### src/rtl/jcsine_pkg.sv
package jcsine_pkg;

   localparam real PI = 3.14159265358979323846;

   // odd-power series, accurate over [-pi/2, pi/2]
   function automatic real jc_sine(input real x);
      real term;
      real acc;
      term = x;
      acc  = x;
      for (int i = 1; i < 12; i++) begin
         term = -term * x * x / real'((2 * i) * (2 * i + 1));
         acc  = acc + term;
      end
      return acc;
   endfunction

   // level reached after j weighted stages are set, 0..ampl
   function automatic int jc_level(input int j, input int n, input int ampl);
      real th;
      real v;
      th = -PI / 2.0 + PI * real'(j) / real'(n - 1);
      v  = real'(ampl) * (1.0 + jc_sine(th)) / 2.0;
      return $rtoi(v + 0.5);
   endfunction

   // weight of stage k (k < n-1)
   function automatic int jc_weight(input int k, input int n, input int ampl);
      return jc_level(k + 1, n, ampl) - jc_level(k, n, ampl);
   endfunction

endpackage

### src/rtl/jcsine_ring.sv
module jcsine_ring #(
   parameter int N = 10
) (
   input  logic         clk,
   input  logic         rst,
   input  logic         en,
   output logic [N-1:0] state_q,
   output logic [N-2:0] nxt_weighted
);

   localparam logic [N-1:0] RST_PAT = {{(N/2){1'b0}}, {(N/2){1'b1}}};

   logic [N-1:0] state_d;

   always_comb begin
      if (rst)
         state_d = RST_PAT;
      else if (en)
         state_d = {state_q[N-2:0], ~state_q[N-1]};
      else
         state_d = state_q;
   end

   assign nxt_weighted = state_d[N-2:0];

   always_ff @(posedge clk) begin
      state_q <= state_d;
   end

   // one stage flips per enabled clock
   p_one_stage_r1: assert property (@(posedge clk) disable iff (rst)
      en |=> $countones(state_q ^ $past(state_q)) == 1);

   // frozen while enable is low
   p_ring_hold_r9: assert property (@(posedge clk) disable iff (rst)
      !en |=> $stable(state_q));

   // reset loads the half-filled pattern
   p_reset_pat_r3: assert property (@(posedge clk)
      rst |=> state_q == RST_PAT);

endmodule

### src/rtl/jcsine_sum.sv
module jcsine_sum
   import jcsine_pkg::*;
#(
   parameter int N    = 10,
   parameter int AMPL = 1023,
   parameter int W    = 10
) (
   input  logic [N-2:0] stages,
   output logic [W-1:0] total
);

   logic [W-1:0] acc [N-1];

   for (genvar k = 0; k < N - 1; k++) begin : g_stage
      localparam int WK = jc_weight(k, N, AMPL);
      if (k == 0) begin : g_first
         assign acc[k] = stages[k] ? W'(WK) : '0;
      end else begin : g_next
         assign acc[k] = acc[k-1] + (stages[k] ? W'(WK) : '0);
      end
   end

   assign total = acc[N-2];

endmodule

### src/rtl/jcsine_gen.sv
module jcsine_gen #(
   parameter  int N      = 10,
   parameter  int AMPL   = 1023,
   localparam int CODE_W = $clog2(AMPL + 1)
) (
   input  logic              clk,
   input  logic              rst,
   input  logic              en,
   output logic [N-1:0]      ring_state,
   output logic [CODE_W-1:0] amp_code
);

   if (N < 4 || (N % 2) != 0) begin : g_bad_n
      $error("jcsine_gen: N must be even and at least 4");
   end
   if (AMPL < 2 * N) begin : g_bad_ampl
      $error("jcsine_gen: AMPL too small for distinct steps");
   end

   logic [N-2:0]      nxt_w;
   logic [CODE_W-1:0] code_d;

   jcsine_ring #(.N(N)) u_ring (
      .clk          (clk),
      .rst          (rst),
      .en           (en),
      .state_q      (ring_state),
      .nxt_weighted (nxt_w)
   );

   jcsine_sum #(.N(N), .AMPL(AMPL), .W(CODE_W)) u_sum (
      .stages (nxt_w),
      .total  (code_d)
   );

   always_ff @(posedge clk) begin
      amp_code <= code_d;
   end

   // full ring is full scale
   p_full_scale_r4: assert property (@(posedge clk) disable iff (rst)
      (&ring_state) |-> amp_code == CODE_W'(AMPL));

   // empty ring is zero
   p_zero_scale_r4: assert property (@(posedge clk) disable iff (rst)
      (ring_state == '0) |-> amp_code == '0);

   // rising half never falls
   p_rise_r6: assert property (@(posedge clk) disable iff (rst)
      (en && !ring_state[N-1]) |=> amp_code >= $past(amp_code));

   // falling half never rises
   p_fall_r6: assert property (@(posedge clk) disable iff (rst)
      (en && ring_state[N-1]) |=> amp_code <= $past(amp_code));

   // code frozen while enable is low
   p_code_hold_r9: assert property (@(posedge clk) disable iff (rst)
      !en |=> $stable(amp_code));

endmodule

### config.mk
export PLATFORM = sky130hd
export DESIGN_NAME = jcsine_gen
export DESIGN_NICKNAME = d
export VERILOG_FILES = /design/src/rtl/jcsine_pkg.sv /design/src/rtl/jcsine_ring.sv /design/src/rtl/jcsine_sum.sv /design/src/rtl/jcsine_gen.sv
export SDC_FILE = /design/constraint.sdc
export NUM_CORES = 1
export LEC_CHECK = 0
export ABC_CLOCK_PERIOD_IN_PS = 4040
export BUFFER_PORTS_ARGS = -buffer_cell sky130_fd_sc_hd__buf_2
export CORE_MARGIN = 2
export CORE_UTILIZATION = 25
export DETAILED_ROUTE_END_ITERATION = 16
export GPL_ROUTABILITY_DRIVEN = 0
export PLACE_DENSITY = 0.39
export SYNTH_ARGS = -nofsm -noshare
export SYNTH_HDL_FRONTEND = slang
export SYNTH_SLANG_ARGS = --single-unit
### constraint.sdc
create_clock -name clk -period 4.04 [get_ports clk]
set_input_delay 0.202 -clock clk [delete_from_list [all_inputs] [get_ports clk]]
set_output_delay 0.202 -clock clk [all_outputs]
set_load 0.03 [all_outputs]
; ---- Word level (Yosys, flattened, before mapping)
; Cells that the tools add are included.
[op_classes]
n_bitwise = 1
n_shift = 0
addsub = 8
n_eq_ne = 0
div = 0
reduce_logical = 0
mul = 0
mux = 11
magnitude_cmp = 0
[op_table]
columns = cell, count
row1 = adder 10 bit, 8
row2 = 2-to-1 mux 8 bit, 5
row3 = 2-to-1 mux 9 bit, 2
row4 = 2-to-1 mux 7 bit, 2
row5 = 2-to-1 mux 5 bit, 2
row6 = NOT 1 bit, 1
[word_totals]
elab_cells = 23
inputBits = 3
romBits = 0
memories = 0
ramBits = 0
reg_bits = 20
latch_bits = 0

; ---- Logic depth before layout (Yosys ltp)
; Gate-level depths: netlist of the first run.
[logic_depth]
word_depth = 12
ltp_mapped = 16

; ---- By module
; Synthesis of the first run repeated with hierarchy kept, for this count alone.
[unflattened]
cells_unflattened = 139
area_unflattened_um2 = 1431.4
[modules_own_cells]
columns = mod, area_per_inst_um2, seq_area_each_um2, instances, cells_each
row1 = jcsine_sum, 864.6, 0.0, 1, 96
row2 = jcsine_ring, 366.6, 200.2, 1, 33
row3 = jcsine_gen, 200.2, 200.2, 1, 10

; ---- Worst setup path before layout of the first run
; OpenSTA, ideal clock, no wires.
[synth_timing]
path_kind = flip-flop to flip-flop
startpoint = register u_ring.state_q[1]
endpoint = register amp_code[9]
arrival_ps = 3511
path_stages_with_launch = 15
synth_period_minus_slack_ps = 3631
path_buffers = 0
t_required_ps = 3920
path_slack_ps = 409
path_cell_list = dfxtp_1 nor2b_1 a211o_1 xnor2_1 ha_1 or3_1 ha_1 inv_1 fa_1 inv_1 ha_1 a21o_1 a221oi_2 a21oi_2 xor2_1
[synth_between]
elab_chain_len = 11
elab_cells_between_ends = 12
classes_between = 8 x add/sub / 4 x mux
[synth_rtl]
columns = item, line
row1 = "start, declared", jcsine_ring.sv:7  ; output logic [N-1:0] state_q,
row2 = "start signal, assigned", jcsine_ring.sv:27  ; state_q <= state_d;
row3 = 2-to-1 mux 9 bit, jcsine_ring.sv:18  ; else if (en)
row4 = 2-to-1 mux 9 bit, jcsine_ring.sv:16  ; if (rst)
row5 = via nxt_w[1], jcsine_gen.sv:20  ; logic [N-2:0] nxt_w;
row6 = 2-to-1 mux 7 bit, jcsine_sum.sv:19  ; assign acc[k] = acc[k-1] + (stages[k] ? W'(WK) : '0);
row7 = adder 10 bit (8 in a row), jcsine_sum.sv:19
row8 = via code_d[9], jcsine_gen.sv:21  ; logic [CODE_W-1:0] code_d;
row9 = "end signal, assigned", jcsine_gen.sv:37  ; amp_code <= code_d;
row10 = "end, declared", jcsine_gen.sv:10  ; output logic [CODE_W-1:0] amp_code
; The timed path passes the listed nets, and every way through them passes these cells.
; A chain may end at the register's enable or synchronous reset.

; ---- Final worst setup path of the first run
; Ends and elaborated chain as after synthesis.

==> flow_metrics.env, run 1 <==
export IMPL_multi_input_area_um2=902
export IMPL_syn_inst=133
export IMPL_final_hold_viol_count=0
export IMPL_reg2reg_slack_ps=330
export IMPL_syn_area_um2=1420
export IMPL_ys_seq_area_frac=0.282
export IMPL_antenna_found_initial=0
export IMPL_synth_edf_count=0
export IMPL_max_freq_mhz=270
export IMPL_skew_ps=2.30
export IMPL_cts_clk_slew_worst_paths_ps=80
export IMPL_die_w_um=79.3
export IMPL_synth_seq_cells=20
export IMPL_grt_pass1_wl_um=4550
export IMPL_power_leakage_uw=0.000836
export IMPL_grt_max_degree=16
export IMPL_setup_violations=0
export IMPL_post_cts_resized=0
export IMPL_cts_tree="built"
export IMPL_power_frac_clock=0.165
export IMPL_crit_arrival_ps=3860
export IMPL_syn_num_nets=170
export IMPL_critPathMaxFanout=4
export IMPL_synth_ff_type="dfxtp_1"
export IMPL_critical_path_required_ps=4190
export IMPL_p_per_area_nw_per_um2=563
export IMPL_root_buffer="clkbuf_8"
export IMPL_holdWs_ps=266
export IMPL_yosys_top_cells_area="dfxtp_1 28%, fa_1 23%, ha_1 16%"
export IMPL_outcome="complete, no violations"
export IMPL_worst_setup_path_type="register to register"
export IMPL_clk_path_buf_depth=2
export IMPL_setup_ws_ps=332
export IMPL_postCtsSetupBuffers=0
export IMPL_min_delay_path_class="primary input to register"
export IMPL_fp_dieH_um=79.3
export IMPL_slew_headroom=0.621
export IMPL_nets=196
export IMPL_worstSkewPairLatency_ps=260
export IMPL_post_route_period_util=0.918
export IMPL_cts_hold_buffers=0
export IMPL_grt_total_usage=0.0931
export IMPL_routed_wire_length_per_instance_um=11.5
export IMPL_dp_slack_ps=207
export IMPL_synthTopCellsByCount="27 x inv_1, 20 x dfxtp_1, 18 x ha_1"
export IMPL_p_seq_frac=0.288
export IMPL_synth_top_cell_by_area="dfxtp_1"
export IMPL_ys_warn_count=0
export IMPL_dp_hpwl_um=2230
export IMPL_drive_above_1_share=0.203
export IMPL_slowest_delay_ps=530
export IMPL_core_area_um2=5510
export IMPL_switchingPower_uw=398
export IMPL_intPower_uw=542
export IMPL_drv_slew=0
export IMPL_cts_sinks=20
export IMPL_ir_worst_vdd_uv=231
export IMPL_crit_top_cell="ha_1"
export IMPL_std_cell_rows=27
export IMPL_ios=23
export IMPL_p_total_uw=940
export IMPL_fillers=577
export IMPL_drt_iter0_markers=15
export IMPL_min_period_ps=3710
export IMPL_vias=934
export IMPL_cp_slowest_cell="fa_1"
export IMPL_ant_nets=0
export IMPL_synth_distinct_cells=27
export IMPL_comb_power_share=0.547
export IMPL_syn_area_per_cell_um2=10.7
export IMPL_die_area_um2=6290
export IMPL_crit_path_end_kind="register"
export IMPL_rsz0062_at_grt="no"
export IMPL_cap_violations=0
export IMPL_antenna_cells=0
export IMPL_port_buffers=22
export IMPL_cp_start_kind="register"
export IMPL_worst_slew_pin_slew_ps=566
export IMPL_synth_most_common_cell="inv_1"
export IMPL_wirelength_um=2650
export IMPL_syn_to_final_growth_pct=17.7
export IMPL_drc=0
export IMPL_async_flop_share=0
export IMPL_tritoncts_num_buffers=3
export IMPL_vias_per_cell=4.06
export IMPL_synth_top_area_frac=0.282
export IMPL_initial_core_util=0.258
export IMPL_firstDrtPassIters=4
export IMPL_finalSetupTns_ps=0
export IMPL_regArea_um2=400
export IMPL_p_sw_frac=0.424
export IMPL_crit_chain="nor2b_1 -> a211o_1 -> xnor2_1 -> ha_1 -> or3_1 -> ha_1 -> inv_1 -> fa_1 -> inv_1 -> ha_1 -> a21o_1 -> a221oi_2 -> a21oi_2 -> xor2_1"
export IMPL_grt_ovfl_total=0
export IMPL_grt_pass1_vias=985
export IMPL_h_tree_depth=1
final cells by class:
class	instances	area share
inverter	28	0.0629
multi-input combinational	83	0.540
timing repair buffer	23	0.0704
clock buffer	4	0.0330
sequential	20	0.240
tap	72	0.0539
worst max-delay path: cells and delay by family, from the launching register on:
kind,cells,cell delay [ps]
AND/OR/NAND/NOR,2,530
adder cells (fa/ha/maj),4,1360
flip-flops,1,320
buffers and inverters,2,90
XOR/XNOR,2,320
AO/OA/AOI/OAI,4,980
flip-flops by register name, indices dropped and copies added, names as in the netlist:
register / cells
u_ring.state_q: 10
amp_code: 10
power groups by stage:
stage / Sequential [uW] / Clock (uW) / Combinational (uW)
after floorplan: 387 / 0 / 288
after global placement: 274 / 0 / 527
after detailed placement: 275 / 0 / 519
after CTS: 273 / 164 / 525
after global routing: 278 / 173 / 583
final: 271 / 155 / 515
through the flow:
stage               instance area [um2]  cells   util
finish                             1670    230  0.303
detailed placement                 1620    226  0.293
global route                       1670    230  0.303
global placement                   1620    226  0.293
floorplan                          1420    133      -
CTS                                1670    230  0.303
layer usage:
metal	up-vias	share of wire	wire, um	track usage
met5	-	0	0	0
met4	0	0.0057	15	0.0362
met3	2	0.049	131	0.0205
met2	18	0.46	1210	0.144
met1	438	0.49	1300	0.126
li1	476	-	-	-
logic make-up after synthesis:
family                   Yosys count  share of synthesized area
AND/OR/NAND/NOR                   23                     0.0900
adder cells (fa/ha/maj)           34                      0.384
XOR/XNOR                           5                     0.0309
flip-flops                        20                      0.282
multiplexers                       5                     0.0353
buffers and inverters             30                     0.0820
AO/OA/AOI/OAI                     16                     0.0952
worst paths after layout:
| check | from | to | cells past startpoint |
|---|---|---|---|
| setup / recovery | u_ring.state_q[1]$_DFF_P_ | amp_code[9]$_DFF_P_ | 14 |
| hold / removal | rst | u_ring.state_q[9]$_SDFFE_PP0P_ | 2 |
| setup reg to reg | u_ring.state_q[1]$_DFF_P_ | amp_code[9]$_DFF_P_ | 14 |
| hold reg to reg | u_ring.state_q[9]$_SDFFE_PP0P_ | u_ring.state_q[9]$_SDFFE_PP0P_ | 2 |
placed cells by master (no fill, tap or decap), types with 2 or more instances in the layout:
| master | count |
|---|---|
| a211o_1 | 4 |
| xnor2_1 | 4 |
| buf_2 | 22 |
| clkbuf_8 | 4 |
| mux2i_1 | 5 |
| nor2_1 | 7 |
| or3_1 | 2 |
| dfxtp_1 | 20 |
| o21a_1 | 3 |
| nor3_1 | 2 |
| ha_1 | 18 |
| inv_1 | 27 |
| and3_1 | 2 |
| fa_1 | 16 |
| nor2b_1 | 8 |
| a21o_1 | 2 |
(Power assumes the default switching activity.)
==> run 2, diff against run 1 <==
--- a/config.mk
+++ b/config.mk
@@ -11,7 +11,7 @@
 export CORE_UTILIZATION = 25
 export DETAILED_ROUTE_END_ITERATION = 16
 export GPL_ROUTABILITY_DRIVEN = 0
-export PLACE_DENSITY = 0.39
+export PLACE_DENSITY_LB_ADDON = 0.2
 export SYNTH_ARGS = -nofsm -noshare
 export SYNTH_HDL_FRONTEND = slang
 export SYNTH_SLANG_ARGS = --single-unit
==> flow_metrics.env, run 2 (synthesized netlist as in run 1, its figures left out) <==
export IMPL_outcome="complete, no violations"
export IMPL_min_period_ps=3700
export IMPL_cts_tree="built"
export IMPL_timing_rr_start="u_ring.state_q[1]$_DFF_P_"
export IMPL_crit_arrival_ps=3850
export IMPL_h_tree_depth=1
export IMPL_std_cell_rows=27
export IMPL_grt_max_degree=16
export IMPL_min_delay_path_class="primary input to register"
export IMPL_wirelength_um=2570
export IMPL_drive_above_1_share=0.203
export IMPL_ant_nets=0
export IMPL_p_per_area_nw_per_um2=585
export IMPL_cp_start_kind="register"
export IMPL_dp_hpwl_um=2130
export IMPL_placed_area_um2=1620
export IMPL_rsz0062_at_grt="no"
export IMPL_cp_startpoint="u_ring.state_q[1]$_DFF_P_"
export IMPL_antenna_found_initial=0
export IMPL_die_w_um=79.3
export IMPL_root_buffer="clkbuf_8"
export IMPL_worst_slew_pin_slew_ps=553
export IMPL_worstSkewPairLatency_ps=260
export IMPL_finalSetupTns_ps=0
export IMPL_cap_violations=0
export IMPL_clk_path_buf_depth=2
export IMPL_fp_dieH_um=79.3
export IMPL_antenna_cells=0
export IMPL_grt_pass1_vias=1013
export IMPL_critPathMaxFanout=4
export IMPL_post_cts_resized=0
export IMPL_cts_clk_slew_worst_paths_ps=80
export IMPL_critical_path_required_ps=4200
export IMPL_drc=0
export IMPL_skew_ps=3.76
export IMPL_cts_sinks=20
export IMPL_crit_path_end_kind="register"
export IMPL_vias=937
export IMPL_syn_to_final_growth_pct=18.9
export IMPL_setup_violations=0
export IMPL_ios=23
export IMPL_routed_wire_length_per_instance_um=11.2
export IMPL_post_route_period_util=0.915
export IMPL_power_leakage_uw=0.000843
export IMPL_vias_per_cell=4.07
export IMPL_core_area_um2=5510
export IMPL_ir_worst_vdd_uv=333
export IMPL_drv_slew=0
export IMPL_final_common_cell="inv_1"
export IMPL_tritoncts_num_buffers=3
export IMPL_hp_start="rst"
export IMPL_postCtsSetupBuffers=0
export IMPL_reg_top3="amp_code: 10 flops, u_ring.state_q: 10 flops"
export IMPL_final_area_um2=1690
export IMPL_initial_core_util=0.258
export IMPL_grt_pass1_wl_um=4690
export IMPL_nets=196
export IMPL_final_hold_viol_count=0
export IMPL_slew_headroom=0.630
export IMPL_cts_hold_buffers=0
export IMPL_port_buffers=22
export IMPL_max_freq_mhz=271
export IMPL_final_cell_mix="27 x inv_1, 22 x buf_2, 20 x dfxtp_1"
export IMPL_drt_iter0_markers=30
export IMPL_grt_ovfl_total=0
export IMPL_grt_total_usage=0.0965
export IMPL_worst_setup_path_type="register to register"
export IMPL_die_area_um2=6290
export IMPL_firstDrtPassIters=4
## run 2: changes by cell type in the layout (fill, tap and decap cells not counted)
cell / delta
bufinv_16: +1
clkbuf_8: -1
## run 2: path summary, 6_finish.rpt
| path | end | slack, ps | depth (start not counted) |
|---|---|---|---|
| min reg2reg | u_ring.state_q[9]$_SDFFE_PP0P_ | 550 | 2 |
| min | u_ring.state_q[9]$_SDFFE_PP0P_ | 270 | 2 |
| max | amp_code[9]$_DFF_P_ | 340 | 14 |
| max reg2reg | amp_code[9]$_DFF_P_ | 340 | 14 |
## run 2: cell type report
cell class	count	area, um2
clock buffers	3	41.3
clock inverters	1	30.0
fillers	576	3820
inverters	28	105
multi-input cells	83	902
flip-flops and latches	20	400
well taps	72	90.1
repair buffers	23	118
## run 2: per-stage QoR
stage | utilization | power [uW] | setup slack, ps | hold slack (ps) | instances
4_1_cts | 0.306 | 1010 | 329 | 268 | 230
3_5_place_dp | 0.293 | 792 | 229 | 549 | 226
3_3_place_gp | 0.293 | 796 | 254 | 512 | 226
2_1_floorplan | - | 676 | 409 | 318 | 133
6_report | 0.306 | 987 | 344 | 268 | 230
5_1_grt | 0.306 | 1090 | 94.9 | 271 | 230
## run 2: where the power goes
part / total [uW] / internal [uW] / switching, uW / leakage (uW)
Clock: 201 / 132 / 68.5 / 0.0000357
Sequential: 270 / 256 / 14.2 / 0.000167
Combinational: 516 / 200 / 316 / 0.000640
Total: 987 / 588 / 398 / 0.000843
## run 2: critical path, cell delays in order (launching register included)
cell and delay [ps]:
dfxtp_1 320, nor2b_1 140, a211o_1 340, xnor2_1 170, ha_1 180, or3_1 400
ha_1 300, inv_1 50, fa_1 540, inv_1 40, ha_1 330, a21o_1 180
a221oi_2 360, a21oi_2 90, xor2_1 140
## run 2: metal layers
| layer | global-route usage | part of all wire | vias to the layer above |
|---|---|---|---|
| met5 | 0 | 0 | - |
| met4 | 0.0207 | 0.0082 | 0 |
| met3 | 0.0364 | 0.058 | 2 |
| met2 | 0.148 | 0.44 | 21 |
| met1 | 0.129 | 0.49 | 437 |
| li1 | - | - | 477 |
